## config.mk

```make
export PLATFORM = sky130hd
export DESIGN_NAME = i2s_rx_deser
export DESIGN_NICKNAME = d
export VERILOG_FILES = /design/src/rtl/i2s_rx_deser.sv
export SDC_FILE = /design/constraint.sdc
export NUM_CORES = 1
export LEC_CHECK = 0
export ABC_AREA = 1
export CORE_ASPECT_RATIO = 0.6
export CORE_UTILIZATION = 40
export DETAILED_ROUTE_END_ITERATION = 7
export PLACE_DENSITY_LB_ADDON = 0.12
export SKIP_LAST_GASP = 1
export SLEW_MARGIN = 20
export SYNTH_ARGS = -nofsm -noshare
export SYNTH_HDL_FRONTEND = slang
export SYNTH_SLANG_ARGS = --single-unit
```

## constraint.sdc

```tcl
create_clock -name clk -period 2.4 [get_ports clk]
set_input_delay 0.48 -clock clk [delete_from_list [all_inputs] [get_ports clk]]
set_output_delay 0.48 -clock clk [all_outputs]
set_load 0.05 [all_outputs]
```

## src/rtl/i2s_rx_deser.sv

```systemverilog
module i2s_rx_deser #(
  parameter int DW = 16
) (
  input  logic          clk,
  input  logic          rst_n,
  input  logic          bck_in,
  input  logic          ws_in,
  input  logic          sd_in,
  input  logic          msb_shift,
  input  logic          right_first,
  output logic [DW-1:0] left_out,
  output logic [DW-1:0] right_out,
  output logic          pair_valid
);
  localparam int CW = $clog2(DW + 1);
  localparam logic [DW-1:0] TOP = {1'b1, {(DW-1){1'b0}}};

  logic [2:0]    bck_p;
  logic [1:0]    ws_p, sd_p;
  logic          ws_d1, ws_d2;
  logic [1:0]    hv;
  logic [DW-1:0] shreg, hold;
  logic [CW-1:0] cnt;
  logic          armed, have_first;

  logic rise, sd_s, sel_ws, sel_prev, hist_ok, bnd, closing_first;
  assign rise          = bck_p[1] & ~bck_p[2];
  assign sd_s          = sd_p[1];
  assign sel_ws        = msb_shift ? ws_d1 : ws_p[1];
  assign sel_prev      = msb_shift ? ws_d2 : ws_d1;
  assign hist_ok       = msb_shift ? hv[1] : (hv != 2'd0);
  assign bnd           = rise & hist_ok & (sel_ws != sel_prev);
  assign closing_first = (sel_prev == right_first);

  always_ff @(posedge clk or negedge rst_n) begin
    if (!rst_n) begin
      bck_p <= '0;
      ws_p  <= '0;
      sd_p  <= '0;
      ws_d1 <= 1'b0;
      ws_d2 <= 1'b0;
      hv    <= '0;
    end else begin
      bck_p <= {bck_p[1:0], bck_in};
      ws_p  <= {ws_p[0], ws_in};
      sd_p  <= {sd_p[0], sd_in};
      if (rise) begin
        ws_d1 <= ws_p[1];
        ws_d2 <= ws_d1;
        if (!hv[1]) hv <= hv + 2'd1;
      end
    end
  end

  always_ff @(posedge clk or negedge rst_n) begin
    if (!rst_n) begin
      shreg      <= '0;
      hold       <= '0;
      cnt        <= '0;
      armed      <= 1'b0;
      have_first <= 1'b0;
      left_out   <= '0;
      right_out  <= '0;
      pair_valid <= 1'b0;
    end else begin
      pair_valid <= 1'b0;
      if (bnd) begin
        shreg <= sd_s ? TOP : '0;
        cnt   <= CW'(1);
        armed <= 1'b1;
        if (armed) begin
          if (closing_first) begin
            hold       <= shreg;
            have_first <= 1'b1;
          end else if (have_first) begin
            left_out   <= right_first ? shreg : hold;
            right_out  <= right_first ? hold : shreg;
            pair_valid <= 1'b1;
            have_first <= 1'b0;
          end
        end
      end else if (rise && cnt < CW'(DW)) begin
        if (sd_s) shreg <= shreg | (TOP >> cnt);
        cnt <= cnt + CW'(1);
      end
    end
  end
endmodule


```

==> reports/results.txt, run 1 <==
The run gives 41.9% as the starting density of the core. Pin placement for this block handled 40 I/O pins. The synthesized area per cell was 8.22 um2.

The dominant delay contributor by cell family on the critical path is buffers and inverters. For this design the static power due to leakage is 2.45 nW. The library cell used most frequently in the layout, excluding fill and tap cells, is sky130_fd_sc_hd__nand2_1. The flow ran to the end, and the final reports show no timing, DRC or antenna violations. Clock tree synthesis found a total of 83 sinks. After synthesis the netlist holds a flip-flop and latch count of 83. The first global-routing pass estimated 14.2 mm of wire. Between clock sinks in the finished design, the worst skew comes to 8.35 ps. The hold violation total from the final report is 0, and the chip width is 130 um. Category of the most critical setup path: reg -> out. The cell area that synthesis handed to floorplanning was 3900 um2. The placer's final routability congestion estimate came out at 0.823. Data on the critical path arrives at its endpoint at 1520 ps.

The largest individual stage delay along the critical path comes from the cell sky130_fd_sc_hd__clkdlybuf4s50_1. Once the clock tree was built, the setup fixing pass inserted 0 buffers. Wires add up to 8.44 mm. For this design, the CTS-stage hold fixing added 0 buffers. The count of antenna-violating nets left after detailed routing is 0, and the period utilization is 83.5%. The total net switching power was 1.47 mW; the internal power was 3.02 mW. The final-layout fill cell count was 877. Counting along the longest clock path gives a buffer depth of 2. The switching part of the total was 32.7%.

Total buffers and inverters traversed by the critical path: 1. The tools report the latest clock arrival within the worst-skew pair as 340 ps. Type of the most critical hold path: in -> async. Number of cells in the design after placement: 627. In this run, the number of DRC markers left after iteration 0 of detailed routing was 185. The footprint of the flip-flops and latches was 2080 um2; the count of antenna diodes in the layout was 0.

In this design, the stage delay of the slowest critical-path cell is 810 ps. Along the worst path, the maximum fanout reaches 2. Of the total power, registers draw 40.4%.

For the setup TNS, the log shows 0 ps. For the finished layout, the period the worst path requires is 2000 ps. The pre-antenna-repair detailed-routing pass consisted of 5 iterations. The area of the die was 10,200 um2.

For flop-to-flop paths, the worst setup slack is 700 ps. For the number of global-route vias before repair, the log shows 2,697. The tools report the nature of the critical path startpoint as a flop.

In this run the tightest slew margin relative to its limit is 66.3%. Power spread over the standard cell area amounts to 949 nW/um2. During placement, the flow inserted port buffers numbering 39. The tools report the combined global-route utilization of all metal layers as 18.8%. The fmax was 499 MHz.

The logs give 51 for the largest net degree at the start of global routing and 0 for the total of cells resized after clock tree synthesis. TritonCTS built the clock tree. In this run the clock root is driven by a sky130_fd_sc_hd__clkbuf_16.

The routed via count divided by cell count works out to 4.78. The distinct cell type count of the synthesized netlist is 23, and the H-tree depth is 3. Transition time at the pin with the least slew margin: 503 ps. The vertical extent of the die works out to 78.5 um. The tools report the number of slew-limit violations in the final report as 0. The remaining global-route overflow came out at 0. STA classifies the critical path endpoint as an output pin. Setup violations remaining at the end of the flow were counted as 0.

Number of nets in the finished design: 521. Buffers inserted during clock tree synthesis total 9. The portion of total power attributed to combinational logic is 24.3%, and the post-CTS clock slew at the launch and capture registers of the worst setup and hold paths is 60 ps. The tools report the worst supply voltage drop on vdd as 0.393 mV. The wire-length estimate of the detail-placed layout is 6.15 mm. After detailed routing, the number of remaining DRC violations is 0. The initial antenna violation count was 0; the count of non-filler cells in the finished layout was 643.

Summing over every cut layer, the via total after detailed routing is 3,071. The average wire per standard cell came out at 13.1 um. Count of yosys warnings during synthesis: 0. The post-synth net total was 488.

The floorplan has 27 rows. Data on the critical path is required at its endpoint by 1920 ps. Per report_power, the clock group accounts for 35.3% of the total. Of the cells placed in the final design, the portion with a size suffix greater than 1 is 6.43%.

In the layout the commonest cells are sky130_fd_sc_hd__nand2_1, sky130_fd_sc_hd__dfrtp_1, sky130_fd_sc_hd__inv_1, sky130_fd_sc_hd__o21ai_0, sky130_fd_sc_hd__nand3_1. Walking the worst path, the cells encountered are clkdlybuf4s50_1. Relative to the synthesized area, the layout overhead comes to 21.2%. The multi-input combinational cells in the finished layout cover a total of 1480 um2. Across the run, the number of max-cap violations was 0. Synthesis handed over a netlist of 475 instances. Setup repair after global routing left no endpoint under its margin. The sequential element share of the synthesized area came out at 53.2%. The core region is 9320 um2.
[layout make-up]
type | instances | area share (%)
multi-input cells | 316 | 31.3
inverters | 51 | 4.05
clock inverters | 4 | 2.06
clock buffers | 12 | 5.21
well taps | 130 | 3.44
repair buffers | 47 | 10.0
flip-flops and latches | 83 | 43.9
[layer usage]
| metal | vias to the layer above | GRT usage, % | wire, um | share of wire (%) |
|---|---|---|---|---|
| met5 | - | 0 | 0 | 0 |
| met4 | 0 | 5.58 | 94 | 1.1 |
| met3 | 10 | 5.04 | 548 | 6.5 |
| met2 | 79 | 22.6 | 2910 | 34 |
| met1 | 1400 | 31.1 | 4890 | 58 |
| li1 | 1582 | - | - | - |
[power groups by stage]
stage	logic, mW	clock network, mW	registers (mW)
finish	1.09	1.59	1.81
global route	1.23	1.69	1.84
CTS	1.10	1.62	1.81
detailed placement	1.10	0	1.83
global placement	1.09	0	1.83
floorplan	0.626	0	1.95
[Yosys cell counts]
cell type / instances / area share (%)
sky130_fd_sc_hd__nand4_1: 17 / 2.7
sky130_fd_sc_hd__o22ai_1: 1 / 0.16
sky130_fd_sc_hd__nand3_1: 48 / 6.2
sky130_fd_sc_hd__nor2_4: 3 / 0.87
sky130_fd_sc_hd__nor2_2: 1 / 0.16
sky130_fd_sc_hd__nand2_4: 1 / 0.29
sky130_fd_sc_hd__a21oi_1: 2 / 0.26
sky130_fd_sc_hd__buf_4: 8 / 1.5
sky130_fd_sc_hd__inv_1: 49 / 4.7
sky130_fd_sc_hd__nand2_2: 1 / 0.16
sky130_fd_sc_hd__ha_1: 6 / 1.9
sky130_fd_sc_hd__dfrtp_1: 83 / 53
sky130_fd_sc_hd__nand2_1: 177 / 17
sky130_fd_sc_hd__o21bai_1: 1 / 0.19
sky130_fd_sc_hd__a21oi_4: 1 / 0.42
sky130_fd_sc_hd__xor2_1: 1 / 0.22
sky130_fd_sc_hd__nand4_4: 1 / 0.54
sky130_fd_sc_hd__inv_2: 2 / 0.19
sky130_fd_sc_hd__buf_2: 6 / 0.77
sky130_fd_sc_hd__buf_6: 3 / 0.87
sky130_fd_sc_hd__o21ai_0: 49 / 6.3
sky130_fd_sc_hd__clkbuf_1: 8 / 0.77
sky130_fd_sc_hd__nor2_1: 6 / 0.58
[state kept, by name (all words and copies together) (netlist names)]
| signal | cells |
|---|---|
| hold | 16 |
| left_out | 16 |
| right_out | 16 |
| shreg | 16 |
| cnt | 5 |
| bck_p | 3 |
| hv | 2 |
| sd_p | 2 |
| ws_p | 2 |
| armed | 1 |
| have_first | 1 |
| pair_valid | 1 |
| ws_d1 | 1 |
| ws_d2 | 1 |
[logic make-up after synthesis]
family	share of synthesized area [%]
and+or+nand+nor	28.5
AOI/OAI and AO/OA	7.31
xor gates and xnor gates	0.224
buffers and inverters	8.85
adders and majority gates	1.92
DFF	53.2
[path summary, 6_finish.rpt]
| path | startpoint | end | cells after the start |
|---|---|---|---|
| setup / recovery | left_out[13] | left_out[13] | 1 |
| hold / removal | rst_n | right_out[15] | 1 |
| setup reg to reg | bck_p[2] | shreg[5] | 7 |
| hold reg to reg | ws_p[0] | ws_p[1] | 0 |
| max in group asynchronous | rst_n | hold[6] | 2 |
| min in group clk | ws_p[0] | ws_p[1] | 0 |
[through the flow]
stage | hold WS [ps] | power [mW] | setup slack, ps | area, um2 | utilization, %
3_5_place_dp | 336 | 2.93 | 194 | 4390 | 47.0
5_1_grt | 108 | 4.76 | 348 | 4730 | 50.7
6_report | 76.3 | 4.49 | 396 | 4730 | 50.7
2_1_floorplan | 184 | 2.58 | 894 | 3900 | -
3_3_place_gp | 331 | 2.92 | 255 | 4390 | 47.0
4_1_cts | 84.0 | 4.53 | 388 | 4730 | 50.7
Power figures use the tool's default switching activity.
==> run 2: changes to the inputs <==
Clock period 2.4 ns to 2 ns, I/O delays scaled along.
==> reports/results.txt, run 2 (synthesis results as in run 1) <==
The flow ran to the end, but the final reports show violations. The checks that failed: negative hold slack. TritonCTS built the clock tree. The endpoint required time on the critical path came out at 1600 ps (-320 ps). The tools report the I/O pin count as 40 (unchanged).

The tools report the combined global-route utilization of all metal layers as 19.0% (+0.23 points). For the TritonCTS buffer count, the log shows 9 (unchanged). The run gives 71.3 ps (-325 ps) as the slack of the critical path.

Most common cell after layout, fill and taps aside: sky130_fd_sc_hd__nand2_1. The run gives 10,200 um2 (unchanged) as the area of the die. For the total net switching power, the log shows 1.77 mW (+21%). The period utilization is 96.4%.

For the placer's final routability congestion estimate, the log shows 0.756 (-8.2%). For the share of total power in sequential cells, the log shows 41.2% (+0.8 points). The logs give 525 (+0.77%) for the number of nets in the finished design and 0 (unchanged) for the total of endpoints with negative setup slack in the final report. For the number of design rule violations left after detail routing, the log shows 0 (unchanged). For the clock skew, the log shows 8.73 ps (+0.382 ps).

The time the final worst path needs with I/O delays and setup works out to 1930 ps. The initial DRC count was 204 (+10%). Fraction of layout cells with a size suffix above 1: 7.36% (+0.93 points). Count of antenna-violating nets left after detailed routing: 0 (unchanged). Traced cell by cell, the critical path runs through clkdlybuf4s50_1. The maximum net fanout on the critical path came out at 2 (unchanged). The count of non-filler cells in the finished layout was 646 (+0.47%). Derived from the worst setup path, the maximum achievable clock frequency is 518 MHz.

The ratio of total power to cell area was 1110 nW/um2 (+17%); the worst path arrival time was 1530 ps (about the same). Count of antenna diodes in the layout: 0 (unchanged). The largest stage delay on the critical path was 810 ps (about the same); the total of cells resized after clock tree synthesis was 0 (unchanged). The setup path with the least slack is of type reg -> out. The detailed placer's ending HPWL was 6.27 mm (+1.9%); the largest net degree at the start of global routing was 52 (+2.0%).

The internal power came out at 3.50 mW (+16%). The logs give 14.4 mm (+1.5%) for the first-pass GRT wire length and 83 (unchanged) for the number of clock sinks. The logs give 25.5% (+1.2 points) for the portion of total power attributed to combinational logic and 0 (unchanged) for the post-CTS setup-driven buffer insertion count. The number of global-route vias before repair came out at 2,744 (+1.7%). The routed wire length was 8.55 mm (+1.3%).

The setup TNS came out at 0 ps (unchanged). The area of combinational cells with multiple inputs is 1480 um2 (unchanged), and the core outline area is 9320 um2 (unchanged). The maximum number of buffers from clock root to sink is 2 (unchanged). H-tree depth: 3 (unchanged). The tools report the footprint of the flip-flops and latches as 2080 um2 (unchanged). The static leakage is 2.46 nW (+0.53%). Setup repair after global routing left no endpoint under its margin. The run gives 5 (unchanged) as the first-pass iteration count of the detailed router.

For the hold violation total from the final report, the log shows 4 (+4). The average wire per standard cell was 13.2 um (+0.84%). The top cell types in the final layout, fill and taps aside, are sky130_fd_sc_hd__nand2_1, sky130_fd_sc_hd__dfrtp_1, sky130_fd_sc_hd__inv_1, sky130_fd_sc_hd__o21ai_0, sky130_fd_sc_hd__nand3_1.

The starting density of the core was 41.9% (unchanged). The count of buffers inserted at the top-level ports came out at 39 (unchanged). The worst hold margin is -5.47 ps (-81.7 ps), and the synthesis-to-finish area growth is 21.5%. Chip width: 130 um (unchanged).

The headroom to the max-slew limit was 66.1% (-0.25 points); the number of cells in the design after placement was 631 (+0.64%). For the remaining global-route overflow, the log shows 0 (unchanged). For the total number of placement rows, the log shows 27 (unchanged). On the critical path the largest part of the delay comes from buffers and inverters. The vertical extent of the die was 78.5 um (unchanged). The max-cap violation count is 0 (unchanged). The final core area utilization is 50.9% (+0.16 points). The final-layout fill cell count was 920 (+4.9%). The worst supply voltage drop on vdd is 0.587 mV (+49%).

For the setup slack after placement, the log shows -49.0 ps (-243 ps). The number of slew-limit violations in the final report is 0 (unchanged), and the transition time at the pin with the least slew margin is 507 ps (+3.68 ps). Among all stages on the critical path, the largest delay is contributed by sky130_fd_sc_hd__clkdlybuf4s50_1. STA classifies the critical path endpoint as an output pin. Routed via count divided by cell count: 4.70 (-1.5%). The nature of the critical path startpoint was a flop. The via total after detailed routing was 3,039 (-1.0%); the total buffers and inverters traversed by the critical path was 1 (unchanged). The logs give 33.3% (-2.0 points) for the clock group share of total power and 0 (unchanged) for the hold buffer count at CTS.

The min-delay analysis places its worst path in the category in -> async. The post-CTS clock slew at the launch and capture registers of the worst setup and hold paths came out at 60 ps (about the same). The latest clock arrival within the worst-skew pair was 340 ps (about the same). Initial antenna violation count: 0 (unchanged).

The switching part of the total came out at 33.6% (+0.98 points). The root buffer cell chosen for the clock tree is sky130_fd_sc_hd__clkbuf_16.
==> run 2: power groups by stage <==
stage / Combinational (mW) / Sequential [mW] / Clock [mW]
global placement: 1.32 / 2.19 / 0
detailed placement: 1.34 / 2.20 / 0
finish: 1.34 / 2.17 / 1.76
global route: 1.50 / 2.21 / 1.89
floorplan: 0.751 / 2.34 / 0
CTS: 1.35 / 2.17 / 1.81
==> run 2: final timing paths <==
path | slack, ps | depth (start not counted) | endpoint | startpoint
worst max register to register | 360 | 7 | shreg[9] | bck_p[2]
worst min-delay path | -5 | 1 | right_out[15] | rst_n
max in group asynchronous | 1380 | 2 | bck_p[2] | rst_n
worst min register to register | 350 | 0 | sd_p[1] | sd_p[0]
worst max-delay path | 70 | 1 | right_out[0] | right_out[0]
min in group clk | 350 | 0 | sd_p[1] | sd_p[0]
==> run 2: layout make-up <==
class | count | area share (%)
sequential | 83 | 43.8
multi-input combinational | 316 | 31.2
clock buffer | 10 | 5.04
tap | 130 | 3.43
timing repair buffer | 51 | 10.9
inverter | 51 | 4.03
clock inverter | 5 | 1.64
==> run 2: per-layer routing <==
metal  global-route usage (%)  share of wire, %  vias to the layer above  wire length, um
li1                         -                 -                     1578                -
met1                     30.7                57                     1383             4880
met2                     23.4                36                       73             3050
met3                     5.52               6.5                        5              560
met4                     5.93              0.62                        0               53
met5                        0                 0                        -                0
==> run 2: per-stage QoR <==
stage / power [mW] / area (um2)
2_1_floorplan: 3.09 / 3900
3_3_place_gp: 3.51 / 4430
3_5_place_dp: 3.54 / 4430
4_1_cts: 5.33 / 4740
5_1_grt: 5.60 / 4740
6_report: 5.27 / 4740
